## config.mk

```make
export PLATFORM = sky130hd
export DESIGN_NAME = lvl_timeout_mon
export DESIGN_NICKNAME = d
export VERILOG_FILES = /design/src/rtl/lvl_mon_pkg.sv /design/src/rtl/lvl_cfg_regs.sv /design/src/rtl/lvl_chan_timer.sv /design/src/rtl/lvl_err_flag.sv /design/src/rtl/lvl_timeout_mon.sv
export SDC_FILE = /design/constraint.sdc
export NUM_CORES = 1
export LEC_CHECK = 0
export BUFFER_PORTS_ARGS = -buffer_cell sky130_fd_sc_hd__buf_2
export CORE_ASPECT_RATIO = 1.25
export CORE_UTILIZATION = 39
export DETAILED_ROUTE_END_ITERATION = 8
export GPL_TIMING_DRIVEN = 0
export PLACE_DENSITY_LB_ADDON = 0.15
export SLEW_MARGIN = 0
export SYNTH_ARGS = -nofsm -noshare
export SYNTH_HDL_FRONTEND = slang
export SYNTH_SLANG_ARGS = --single-unit
```

## constraint.sdc

```tcl
create_clock -name clk_i -period 2 [get_ports clk_i]
set_input_delay 0.4 -clock clk_i [delete_from_list [all_inputs] [get_ports clk_i]]
set_output_delay 0.4 -clock clk_i [all_outputs]
set_load 0.005 [all_outputs]
```

## src/rtl/lvl_mon_pkg.sv

```systemverilog
package lvl_mon_pkg;
  localparam int unsigned NUM_CH = 2;
  // Channel index also fixes field and flag positions in the register word
  typedef enum int unsigned {CH_WR = 0, CH_RD = 1} lvl_ch_e;
endpackage

```

## src/rtl/lvl_cfg_regs.sv

```systemverilog
module lvl_cfg_regs #(
  parameter int unsigned LIM_W = 12,
  parameter int unsigned NCH   = 2
) (
  input  logic                      clk_i,
  input  logic                      rst_ni,
  input  logic                      wr_i,
  input  logic [NCH*LIM_W-1:0]      wdata_i,
  output logic [NCH-1:0][LIM_W-1:0] limit_o
);
  always_ff @(posedge clk_i or negedge rst_ni) begin
    if (!rst_ni)   limit_o <= '0;
    else if (wr_i) limit_o <= wdata_i;
  end
endmodule

```

## src/rtl/lvl_chan_timer.sv

```systemverilog
module lvl_chan_timer #(
  parameter int unsigned PRE_W = 10,
  parameter int unsigned LIM_W = 12
) (
  input  logic             clk_i,
  input  logic             rst_ni,
  input  logic             en_i,
  input  logic             resp_i,
  input  logic [LIM_W-1:0] limit_i,
  output logic             fire_o
);
  logic [PRE_W-1:0] pre_q;
  logic [LIM_W-1:0] unit_q;
  logic             done_q;   // response seen or timeout fired in this episode
  logic             busy, hit;

  assign busy   = en_i & ~resp_i & ~done_q;
  assign hit    = (limit_i != '0) && (unit_q >= limit_i);
  assign fire_o = busy & hit;

  always_ff @(posedge clk_i or negedge rst_ni) begin
    if (!rst_ni) begin
      pre_q  <= '0;
      unit_q <= '0;
      done_q <= 1'b0;
    end else if (!en_i) begin
      pre_q  <= '0;
      unit_q <= '0;
      done_q <= 1'b0;
    end else if (resp_i || fire_o) begin
      pre_q  <= '0;
      unit_q <= '0;
      done_q <= 1'b1;
    end else if (!done_q) begin
      pre_q <= pre_q + 1'b1;
      // unit counter saturates so a long run never wraps below the limit
      if ((&pre_q) && !(&unit_q)) unit_q <= unit_q + 1'b1;
    end
  end
endmodule

```

## src/rtl/lvl_err_flag.sv

```systemverilog
module lvl_err_flag (
  input  logic clk_i,
  input  logic rst_ni,
  input  logic set_i,
  input  logic clr_i,
  output logic flag_o
);
  always_ff @(posedge clk_i or negedge rst_ni) begin
    if (!rst_ni)     flag_o <= 1'b0;
    else if (set_i)  flag_o <= 1'b1;   // set beats clear
    else if (clr_i)  flag_o <= 1'b0;
  end
endmodule

```

## src/rtl/lvl_timeout_mon.sv

```systemverilog
module lvl_timeout_mon
  import lvl_mon_pkg::*;
#(
  parameter int unsigned DATA_W = 32,
  parameter int unsigned LIM_W  = 12,
  parameter int unsigned PRE_W  = 10
) (
  input  logic              clk_i,
  input  logic              rst_ni,
  input  logic              rd_lvl_en_i,
  input  logic              gate_trn_en_i,
  input  logic              rd_lvl_resp_i,
  input  logic              wr_lvl_en_i,
  input  logic              wr_lvl_resp_i,
  input  logic              reg_wr_i,
  input  logic [DATA_W-1:0] reg_wdata_i,
  output logic [DATA_W-1:0] reg_rdata_o,
  output logic              rd_err_o,
  output logic              wr_err_o
);
  localparam int unsigned NCH     = NUM_CH;
  localparam int unsigned LIM_TOT = NCH * LIM_W;
  localparam int unsigned ERR_LSB = LIM_TOT;

  logic [NCH-1:0][LIM_W-1:0] limit;
  logic [NCH-1:0]            ch_en, ch_resp, ch_fire, ch_err;
  logic                      unused_wdata;

  assign ch_en[CH_WR]   = wr_lvl_en_i;
  assign ch_en[CH_RD]   = rd_lvl_en_i | gate_trn_en_i;
  assign ch_resp[CH_WR] = wr_lvl_resp_i;
  assign ch_resp[CH_RD] = rd_lvl_resp_i;
  assign unused_wdata   = ^reg_wdata_i[DATA_W-1:ERR_LSB+NCH];

  lvl_cfg_regs #(.LIM_W(LIM_W), .NCH(NCH)) cfg_i (
    .clk_i   (clk_i),
    .rst_ni  (rst_ni),
    .wr_i    (reg_wr_i),
    .wdata_i (reg_wdata_i[LIM_TOT-1:0]),
    .limit_o (limit)
  );

  for (genvar c = 0; c < NCH; c++) begin : g_ch
    lvl_chan_timer #(.PRE_W(PRE_W), .LIM_W(LIM_W)) tmr_i (
      .clk_i   (clk_i),
      .rst_ni  (rst_ni),
      .en_i    (ch_en[c]),
      .resp_i  (ch_resp[c]),
      .limit_i (limit[c]),
      .fire_o  (ch_fire[c])
    );
    lvl_err_flag flag_i (
      .clk_i  (clk_i),
      .rst_ni (rst_ni),
      .set_i  (ch_fire[c]),
      .clr_i  (reg_wr_i & ~reg_wdata_i[ERR_LSB+c]),
      .flag_o (ch_err[c])
    );
  end

  always_comb begin
    reg_rdata_o = '0;
    for (int c = 0; c < NCH; c++) begin
      reg_rdata_o[c*LIM_W +: LIM_W] = limit[c];
      reg_rdata_o[ERR_LSB + c]      = ch_err[c];
    end
  end

  assign rd_err_o = ch_err[CH_RD];
  assign wr_err_o = ch_err[CH_WR];
endmodule

```

=== Yosys cells after proc, flatten, opt, wreduce, memory -nomap -nowiden ===
Cells that the tools add are included.

* Flip-flop bits (word level): 72
* Input bits: 40
* Word-level logic and storage cells: 77

* Add/subtract/negate cells: 4
* Magnitude comparators: 2
* Equality and inequality tests: 6
* Mux-type cells: 22
* Bitwise operators: 15
* Reductions and logical operators: 18

{| class="wikitable"
|+ Operators by type and width
! kind !! count
|-
| 2-to-1 mux 12 bit || 8
|-
| 2-to-1 mux 10 bit || 6
|-
| adder 12 x 1 -> 12 bit, second input constant || 2
|-
| >= comparator 12 bit || 2
|-
| AND reduction 12 bit || 2
|-
| nonzero test 12 bit || 2
|-
| adder 10 x 1 -> 10 bit, second input constant || 2
|-
| AND reduction 10 bit || 2
|-
| != test 3 bit, second input constant || 3
|-
| bitwise AND 1 bit || 8
|-
| 2-to-1 mux 1 bit || 8
|-
| NOT 1 bit || 6
|-
| logical AND 1 bit || 4
|-
| AND reduction 2 bit || 2
|-
| nonzero test 2 bit || 2
|-
| != test 3 x 1 -> 1 bit, second input constant || 1
|-
| logical NOT 1 bit || 2
|-
| logical OR 1 bit || 2
|-
| != test 2 x 1 -> 1 bit, second input constant || 1
|-
| != test 2 bit, second input constant || 1
|-
| OR 1 bit || 1
|}

=== Logic depth before layout (Yosys ltp) ===
Gate-level depths: netlist of run 1.

* Depth after elaboration: 7
* Gate-level depth with buffers: 8
* Mapped depth without buffers: 7

=== By module ===
Synthesis of run 1 repeated with hierarchy kept, for this count alone.

* Cell total of the unflattened synthesis: 397
* Area, all modules: 4,262.8 µm²

{| class="wikitable"
|+ By module, submodules not included
! module !! times used !! cells each !! area an instance (µm²) !! seq. area each (µm²)
|-
| lvl_chan_timer (g_ch[1].tmr_i) || 1 || 162 || 1,564.0 || 575.6
|-
| lvl_chan_timer (g_ch[0].tmr_i) || 1 || 166 || 1,546.5 || 575.6
|-
| lvl_cfg_regs || 1 || 51 || 997.2 || 600.6
|-
| lvl_timeout_mon || 1 || 12 || 82.6 || 0.0
|-
| lvl_err_flag || 2 || 3 || 36.3 || 25.0
|}

=== Least setup slack after synthesis of run 1 ===
No wires, ideal clock.

* Path kind: register to register
* From: reg cfg_i.limit_o[10] (netlist bit)
* To: reg g_ch[0].tmr_i.pre_q[1]
* Library setup time: 0.121 ns
* Data arrival time: 1.843 ns
* Setup slack: 0.036 ns
* Stages on the path, launching flop included: 9
* Path buffers: 1
* Period minus slack after synthesis: 1.964 ns
* Cell sequence: dfrtp_1 > inv_1 > ha_1 > nand4_1 > nor4_1 > o31ai_1 > a41oi_1 > buf_2 > nor2_1

* Longest elaborated chain between the ends: 6
* Elaborated cells between the ends (all ways): 8
* Classes of those cells: order compare (1); eq/ne (1); mux (2); bitwise (1); reduce/logical (3)

{| class="wikitable"
|+ Ends and longest elaborated chain
! what !! line !! text
|-
| start: declaration || lvl_cfg_regs.sv:9 || <nowiki>output logic [NCH-1:0][LIM_W-1:0] limit_o</nowiki>
|-
| start signal: assignment || lvl_cfg_regs.sv:13 || <nowiki>else if (wr_i) limit_o <= wdata_i;</nowiki>
|-
| >= comparator 12 bit / nonzero test 12 bit (equally long branches) || lvl_chan_timer.sv:18 || <nowiki>assign hit = (limit_i != '0) && (unit_q >= limit_i);</nowiki>
|-
| logical AND 1 bit * || lvl_chan_timer.sv:18 ||
|-
| bitwise AND 1 bit * || lvl_chan_timer.sv:19 || <nowiki>assign fire_o = busy & hit;</nowiki>
|-
| logical OR 1 bit * || lvl_chan_timer.sv:30 || <nowiki>end else if (resp_i || fire_o) begin</nowiki>
|-
| 2-to-1 mux 10 bit || lvl_chan_timer.sv:30 ||
|-
| 2-to-1 mux 10 bit || lvl_chan_timer.sv:26 || <nowiki>end else if (!en_i) begin</nowiki>
|-
| end signal: assignment || lvl_chan_timer.sv:35 || <nowiki>pre_q <= pre_q + 1'b1;</nowiki>
|-
| end: declaration || lvl_chan_timer.sv:12 || <nowiki>logic [PRE_W-1:0] pre_q;</nowiki>
|}

Mark *: on every way between the ends. The rest lies on a longest branch, timed or not.
A chain may end at the register's enable or synchronous reset.

=== Worst setup path in the final report of run 1 ===
* From: reg g_ch[0].tmr_i.pre_q[0]
* To: reg g_ch[0].tmr_i.unit_q[10]

* Longest elaborated chain between the ends: 4

{| class="wikitable"
|+ Ends and longest elaborated chain
! what !! line !! text
|-
| AND reduction 10 bit || lvl_chan_timer.sv:37 || <nowiki>if ((&pre_q) && !(&unit_q)) unit_q <= unit_q + 1'b1;</nowiki>
|-
| logical AND 1 bit || lvl_chan_timer.sv:37 ||
|-
| != test 3 x 1 -> 1 bit (no line) || -- ||
|-
| AND reduction 2 bit (no line) || -- ||
|-
| end signal: assignment || lvl_chan_timer.sv:37 ||
|-
| end: declaration || lvl_chan_timer.sv:13 || <nowiki>logic [LIM_W-1:0] unit_q;</nowiki>
|}

Every way passes these cells.

==> results of run 1 <==
-- cell families (layout without fill, tap and decap cells) --
| logic type | count (synthesis) | after routing | share of synthesized area, % |
|---|---|---|---|
| buffers and inverters | 53 | 171 | 6.03 |
| adder cells (fa/ha/maj) | 28 | 28 | 8.70 |
| other | 1 | 6 | 0.0931 |
| flip-flops | 72 | 72 | 44.7 |
| multiplexers | 4 | 4 | 1.06 |
| XOR/XNOR | 34 | 34 | 7.40 |
| AND/OR/NAND/NOR | 169 | 169 | 21.8 |
| AO/OA/AOI/OAI | 67 | 67 | 10.2 |
-- sequential cells by signal, indices dropped and copies added (netlist names) --
name	count
cfg_i.limit_o	24
g_ch.tmr_i.done_q	2
g_ch.tmr_i.pre_q	20
g_ch.flag_i.flag_o	2
g_ch.tmr_i.unit_q	24
-- layer usage --
metal	vias to the layer above	share of wire, %
met5	-	0
met4	0	4.0
met3	23	2.6
met2	52	53
met1	1719	41
li1	1722	-
-- worst min path at each step --
stage                                      startpoint  cells past startpoint                            endpoint  slack (ps)
global route                          reg_wdata_i[18]                      3       cfg_i.limit_o[18]$_DFFE_PN0P_         280
CTS                                   reg_wdata_i[19]                      3       cfg_i.limit_o[19]$_DFFE_PN0P_         260
global placement    g_ch[0].flag_i.flag_o$_DFFE_PN0P_                      1   g_ch[0].flag_i.flag_o$_DFFE_PN0P_         480
floorplan                                      rst_ni                      0        cfg_i.limit_o[0]$_DFFE_PN0P_         100
detailed placement                             rst_ni                      1  g_ch[1].tmr_i.pre_q[4]$_DFFE_PN0P_         360
finish                                reg_wdata_i[20]                      3       cfg_i.limit_o[20]$_DFFE_PN0P_         270
-- final cells by class --
class / instances / share of cell area, %
plain buffers: 21 / 2.70
clock inverters: 4 / 0.817
well taps: 129 / 2.93
repair buffers: 103 / 12.2
clock buffers: 11 / 4.40
multi-input cells: 308 / 42.0
flip-flops and latches: 72 / 32.8
inverters: 32 / 2.18
-- power groups by stage --
stage	clock, mW	sequential, mW	combinational, mW
2_1_floorplan	0	1.59	0.193
3_3_place_gp	0	1.60	0.365
3_5_place_dp	0	1.60	0.380
4_1_cts	1.62	1.56	0.490
5_1_grt	1.69	1.57	0.591
6_report	1.59	1.57	0.523
-- through the flow --
step / utilization [%] / hold WS (ps)
final: 54.9 / 271
after global routing: 54.9 / 280
after CTS: 52.3 / 262
after detailed placement: 45.2 / 357
after global placement: 44.9 / 480
after floorplan: - / 104
-- worst max-delay path, cell delays in order (launching register included) --
cell      delay (ps)
dfrtp_1          380
ha_1             250
nand4b_4         150
or4_4            530
and4bb_1         340
xnor2_1          200
nor2_4            70
-- timing repair --
item | CTS | global route
pin swaps | 12 | 19
endpoints found under the setup margin | 47 | 47
hold buffers | 1 | 0
resized for setup | 36 | 48
cloned | 4 | 0
buffers inserted | 28 | 9
hold endpoints to repair | 5 | 0
-- placed cells by master, fill, tap and decap left out, drive strengths merged, types with 3 or more instances in the layout --
master,count
dfrtp,72
nor2,45
and3,9
nand4,17
buf,112
xor2,19
nor4,9
conb,6
nand3,18
nand2,42
ha,28
nand4b,3
inv,32
clkinv,3
and4,5
nor3,4
clkbuf,22
o21ai,32
or3,6
a21oi,14
xnor2,15
nand2b,3
==> results.json, run 1 <==
{
  "dp_cells": 624,
  "antenna_found_initial": 0,
  "clock_skew_ps": 5.52,
  "timing.rr.start": "g_ch[0].tmr_i.pre_q[0]$_DFFE_PN0P_",
  "die_area_mm2": 0.0107,
  "tightest_slew_ps": 632,
  "reg2reg_depth": 6,
  "crit_arrival_ps": 2260,
  "cts_buffers": 9,
  "power.density_mw_per_mm2": 668,
  "cp.required_ps": 2210,
  "area_growth_syn_to_layout_pct": 37.0,
  "critPathLaunchType": "register",
  "internal_power_mw": 2.74,
  "tns_ps": -218,
  "core_mm2": 0.0101,
  "rows": 41,
  "final_cells": 680,
  "grt_use_met3_pct": 4.27,
  "rsz0062_at_grt": "yes",
  "post-route-min-period_ps": 2050,
  "power.leakage_nw": 2.62,
  "grt_pass1_wl_um": 17500,
  "seqPwrFrac_pct": 42.5,
  "path_clk_slew_ps": 60,
  "drtIter0Drc": 149,
  "multi_input_area_mm2": 0.00232,
  "gp_congestion": 0.810,
  "drive_gt1_share_pct": 35.4,
  "worstSetupPathType": "register to register",
  "routedWlPerCell_um": 15.7,
  "n_antenna_cell": 0,
  "endpoint": "g_ch[0].tmr_i.unit_q[10]$_DFFE_PN0P_",
  "cts_tree": "built",
  "netlist_instances": 428,
  "ys.flop_type": "dfrtp_1",
  "hold_viol": 0,
  "dpl_cell_area_mm2": 0.00454,
  "grt_busiest_layer": "met2",
  "synth_area_leader_cell": "dfrtp_1",
  "setup_viol": 21,
  "insertion_delay_ps": 340,
  "dieWidth_um": 92.9,
  "detail_route.first_pass.iterations": 6,
  "clockRootBuffer": "clkbuf_16",
  "grt_max_degree": 47,
  "synthesis.area_mm2": 0.00403,
  "grt_use_total_pct": 21.6,
  "clkPwrFrac_pct": 43.3,
  "status": "complete, but fails checks",
  "reg2reg_to": "g_ch[0].tmr_i.unit_q[10]$_DFFE_PN0P_",
  "n_fill_cell": 949,
  "io_pins": 74,
  "finalPower_mw": 3.68,
  "synthDominantCellAreaShare_pct": 44.7,
  "die_h_um": 116,
  "power.switching_mw": 0.942,
  "htree_levels": 3,
  "design_area_mm2": 0.00552,
  "synth.area.top_cells": "dfrtp_1 45%, ha_1 8.7%, xor2_1 4.1%",
  "hold_class": "input pin to register",
  "clockBufferDepth": 2,
  "maxSlewViolCount": 0,
  "yosys_warnings": 0,
  "syn_avg_cell_area_um2": 9.41,
  "synth_edf_count": 0,
  "synth-seq-area-share_pct": 44.7,
  "max_freq_ghz": 0.489,
  "finalCritPeriodShare_pct": 102,
  "vias": 3516,
  "final_antenna_net_count": 0,
  "grt_pass1_vias": 3568,
  "gr-total-overflow": 0,
  "ff_latch_area_mm2": 0.00181,
  "setup_slack_ps": -47.0,
  "initial_core_util_pct": 40.0,
  "drc": 2,
  "async_flop_share_pct": 100,
  "synth_common_cells": "72 x dfrtp_1, 44 x nor2_1, 42 x nand2_1",
  "switching_share_pct": 25.6,
  "grtUsageMet2_pct": 37.9,
  "dp_slack_ps": -512,
  "ys_seq_elements": 72,
  "hpwl_um": 7370,
  "crit_fanout": 4,
  "synth_cell_types": 51,
  "peakVddDrop_mv": 0.408,
  "crit_start": "g_ch[0].tmr_i.pre_q[0]$_DFFE_PN0P_",
  "crit_path_end_kind": "register",
  "cts_sinks": 72,
  "synth.most_common_cell": "dfrtp_1",
  "routed_wirelength_um": 10700,
  "vias_per_cell": 5.17,
  "slew-limit-headroom_pct": 57.6,
  "r2r_slack_ps": -50,
  "p_comb_share_pct": 14.2,
  "cap_viol_max_count": 0,
  "violations": "DRC, setup timing",
  "grt_util_met1_pct": 24.8,
  "fin_nets": 615,
  "portBuffers": 61
}
Power figures use the tool's default switching activity.
==> run 2, diff against run 1 <==
--- a/config.mk
+++ b/config.mk
@@ -10,7 +10,7 @@
 export CORE_UTILIZATION = 39
 export DETAILED_ROUTE_END_ITERATION = 8
 export GPL_TIMING_DRIVEN = 0
-export PLACE_DENSITY_LB_ADDON = 0.15
+export PLACE_DENSITY = 0.67
 export SLEW_MARGIN = 0
 export SYNTH_ARGS = -nofsm -noshare
 export SYNTH_HDL_FRONTEND = slang
==> run 2 against run 1 <==
Compared with the run above:
- the flow finishes with violations (setup timing)
- first-iteration DRC count shrank 1.3%
- power up 5.0%
- combinational power increased by 5.0%
- worst setup slack improved by 32 ps
- sequential share of layout area decreased by 0.32 points
- design area grew 1.2%
- wire length up 1.6%
- register-to-register slack improved by 30 ps
- clock-buffer cell count decreased by 1
- clock skew grew 1.4 ps
- worst hold slack got worse by 2.7 ps
- largest power group unchanged
- highest routed layer unchanged
==> results.json, run 2 (synthesized netlist as in run 1, its figures left out) <==
{
  "drc": 0,
  "crit_path_end_kind": "register",
  "worstSetupPathType": "register to register",
  "cap_viol_max_count": 0,
  "drtIter0Drc": 147,
  "layout_common_cells": "65 x dfrtp_1, 61 x buf_2, 44 x buf_4, 41 x nand2_1, 35 x nor2_1",
  "gr-total-overflow": 0,
  "clockBufferDepth": 2,
  "timing.rr.start": "g_ch[1].tmr_i.unit_q[1]$_DFFE_PN0P_",
  "path_clk_slew_ps": 60,
  "cp_top_family": "compound AO/OA/AOI/OAI gates",
  "utilization_pct": 55.5,
  "cts_sinks": 72,
  "n_antenna_cell": 0,
  "core_mm2": 0.0101,
  "peakVddDrop_mv": 0.496,
  "cpMaxStageDelayCell": "dfrtp_1",
  "grt_busiest_layer": "met2",
  "drive_gt1_share_pct": 37.8,
  "insertion_delay_ps": 340,
  "htree_levels": 3,
  "critPathLaunchType": "register",
  "dp_slack_ps": -390,
  "finalPower_mw": 3.87,
  "die_h_um": 116,
  "routed_wirelength_um": 10900,
  "detail_route.first_pass.iterations": 4,
  "max_freq_ghz": 0.496,
  "clock_skew_ps": 6.91,
  "vias": 3564,
  "initial_core_util_pct": 40.0,
  "rsz0062_at_grt": "yes",
  "rows": 41,
  "grt_use_met3_pct": 3.87,
  "grt_use_total_pct": 20.5,
  "crit_arrival_ps": 2230,
  "hold_viol": 0,
  "power.density_mw_per_mm2": 693,
  "maxSlewViolCount": 0,
  "fin_nets": 611,
  "portBuffers": 61,
  "setup_slack_ps": -14.8,
  "io_pins": 74,
  "cp.required_ps": 2220,
  "grt_pass1_wl_um": 16900,
  "slew-limit-headroom_pct": 56.5,
  "power.leakage_nw": 2.60,
  "crit_chain": "ha_4 > nor2b_1 > o211ai_1 > a311o_1 > a31oi_4 > clkbuf_16 > a21oi_1",
  "finalCritPeriodShare_pct": 101,
  "gp_congestion": 0.836,
  "grt_pass1_vias": 3517,
  "violations": "setup timing",
  "grtUsageMet2_pct": 37.1,
  "grt_max_degree": 61,
  "setup_viol": 5,
  "cts_buffers": 9,
  "crit_start": "g_ch[1].tmr_i.unit_q[1]$_DFFE_PN0P_",
  "tightest_slew_ps": 653,
  "die_area_mm2": 0.0107,
  "crit_fanout": 5,
  "largestRegisters": "cfg_i.limit_o (24), g_ch.tmr_i.unit_q (24), g_ch.tmr_i.pre_q (20)",
  "vias_per_cell": 5.26,
  "layout_commonest_cell": "dfrtp_1",
  "cp_num_buf_inv": 1,
  "cts_tree": "built",
  "dieWidth_um": 92.9,
  "grt_util_met1_pct": 23.4,
  "min_from": "reg_wdata_i[11]",
  "hold_class": "input pin to register",
  "status": "complete, but fails checks",
  "post-route-min-period_ps": 2010,
  "antenna_found_initial": 0,
  "slowest_delay_ps": 450,
  "routedWlPerCell_um": 16.0,
  "hpwl_um": 7080,
  "area_growth_syn_to_layout_pct": 38.6,
  "final_antenna_net_count": 0,
  "clockRootBuffer": "clkbuf_16"
}
==> run 2: cell count changes in the layout (fill, tap and decap cells not counted), moves of 4 or more <==
cell,change
nor2_1,+9
a21oi_1,-7
a21oi_2,+7
inv_1,-7
inv_2,+7
nor2_4,-6
clkbuf_8,-4
ha_1,-4
==> run 2: what timing repair did <==
item / in CTS / in global routing
endpoints found under the hold margin: 12 / 0
cloned: 2 / 1
pin swaps: 29 / 7
setup buffers: 24 / 9
setup endpoints to repair: 48 / 47
hold buffers: 1 / 0
resized for setup: 49 / 45
==> run 2: final timing paths <==
check                                                            to  slack, ps  cells after the start
worst min register to register    g_ch[0].flag_i.flag_o$_DFFE_PN0P_        500                      1
worst max-delay path            g_ch[1].tmr_i.unit_q[9]$_DFFE_PN0P_        -10                      7
min in group asynchronous       g_ch[1].tmr_i.unit_q[7]$_DFFE_PN0P_        460                      2
worst max register to register  g_ch[1].tmr_i.unit_q[9]$_DFFE_PN0P_        -10                      7
max in group asynchronous       g_ch[0].tmr_i.unit_q[7]$_DFFE_PN0P_        980                      3
worst min-delay path                  cfg_i.limit_o[11]$_DFFE_PN0P_        270                      3
==> run 2: power by group <==
part           leakage (nW)  total, mW  switching [mW]  internal, mW
Combinational          1.50      0.549           0.295         0.254
Clock                 0.158       1.75           0.627          1.12
Sequential            0.943       1.57          0.0555          1.52
Total                  2.60       3.87           0.977          2.89
==> run 2: per-stage QoR <==
step                hold WS [ps]  cells  setup TNS [ps]  cell area, µm²
detailed placement           266    624          -14280            4540
CTS                          263    667           -7.34            5290
global route                 273    677           -3190            5580
finish                       269    677           -26.9            5580
global placement             482    623          -12060            4510
floorplan                    104    433               0            4050
==> run 2: layer usage <==
layer | part of all wire, % | up-vias
met3 | 3.4 | 30
met5 | 0 | -
met1 | 39 | 1757
met2 | 54 | 68
li1 | - | 1709
met4 | 3.6 | 0
==> run 2: area by class of cell <==
type / instances / area (µm²)
Buffer: 21 / 151
Clock buffer: 10 / 239
Clock inverter: 6 / 82.6
Fill cell: 887 / 4470
Inverter: 32 / 120
Multi-Input combinational cell: 308 / 2380
Sequential cell: 72 / 1810
Tap cell: 129 / 161
Timing Repair Buffer: 99 / 637
==> run 2: worst reg2reg max path: cells and delay by family, from the launching register on <==
kind / cells / cell delay, ps
buffers and inverters: 1 / 200
AO/OA/AOI/OAI: 4 / 830
flip-flops: 1 / 450
AND/OR/NAND/NOR: 1 / 120
adder cells (fa/ha/maj): 1 / 290
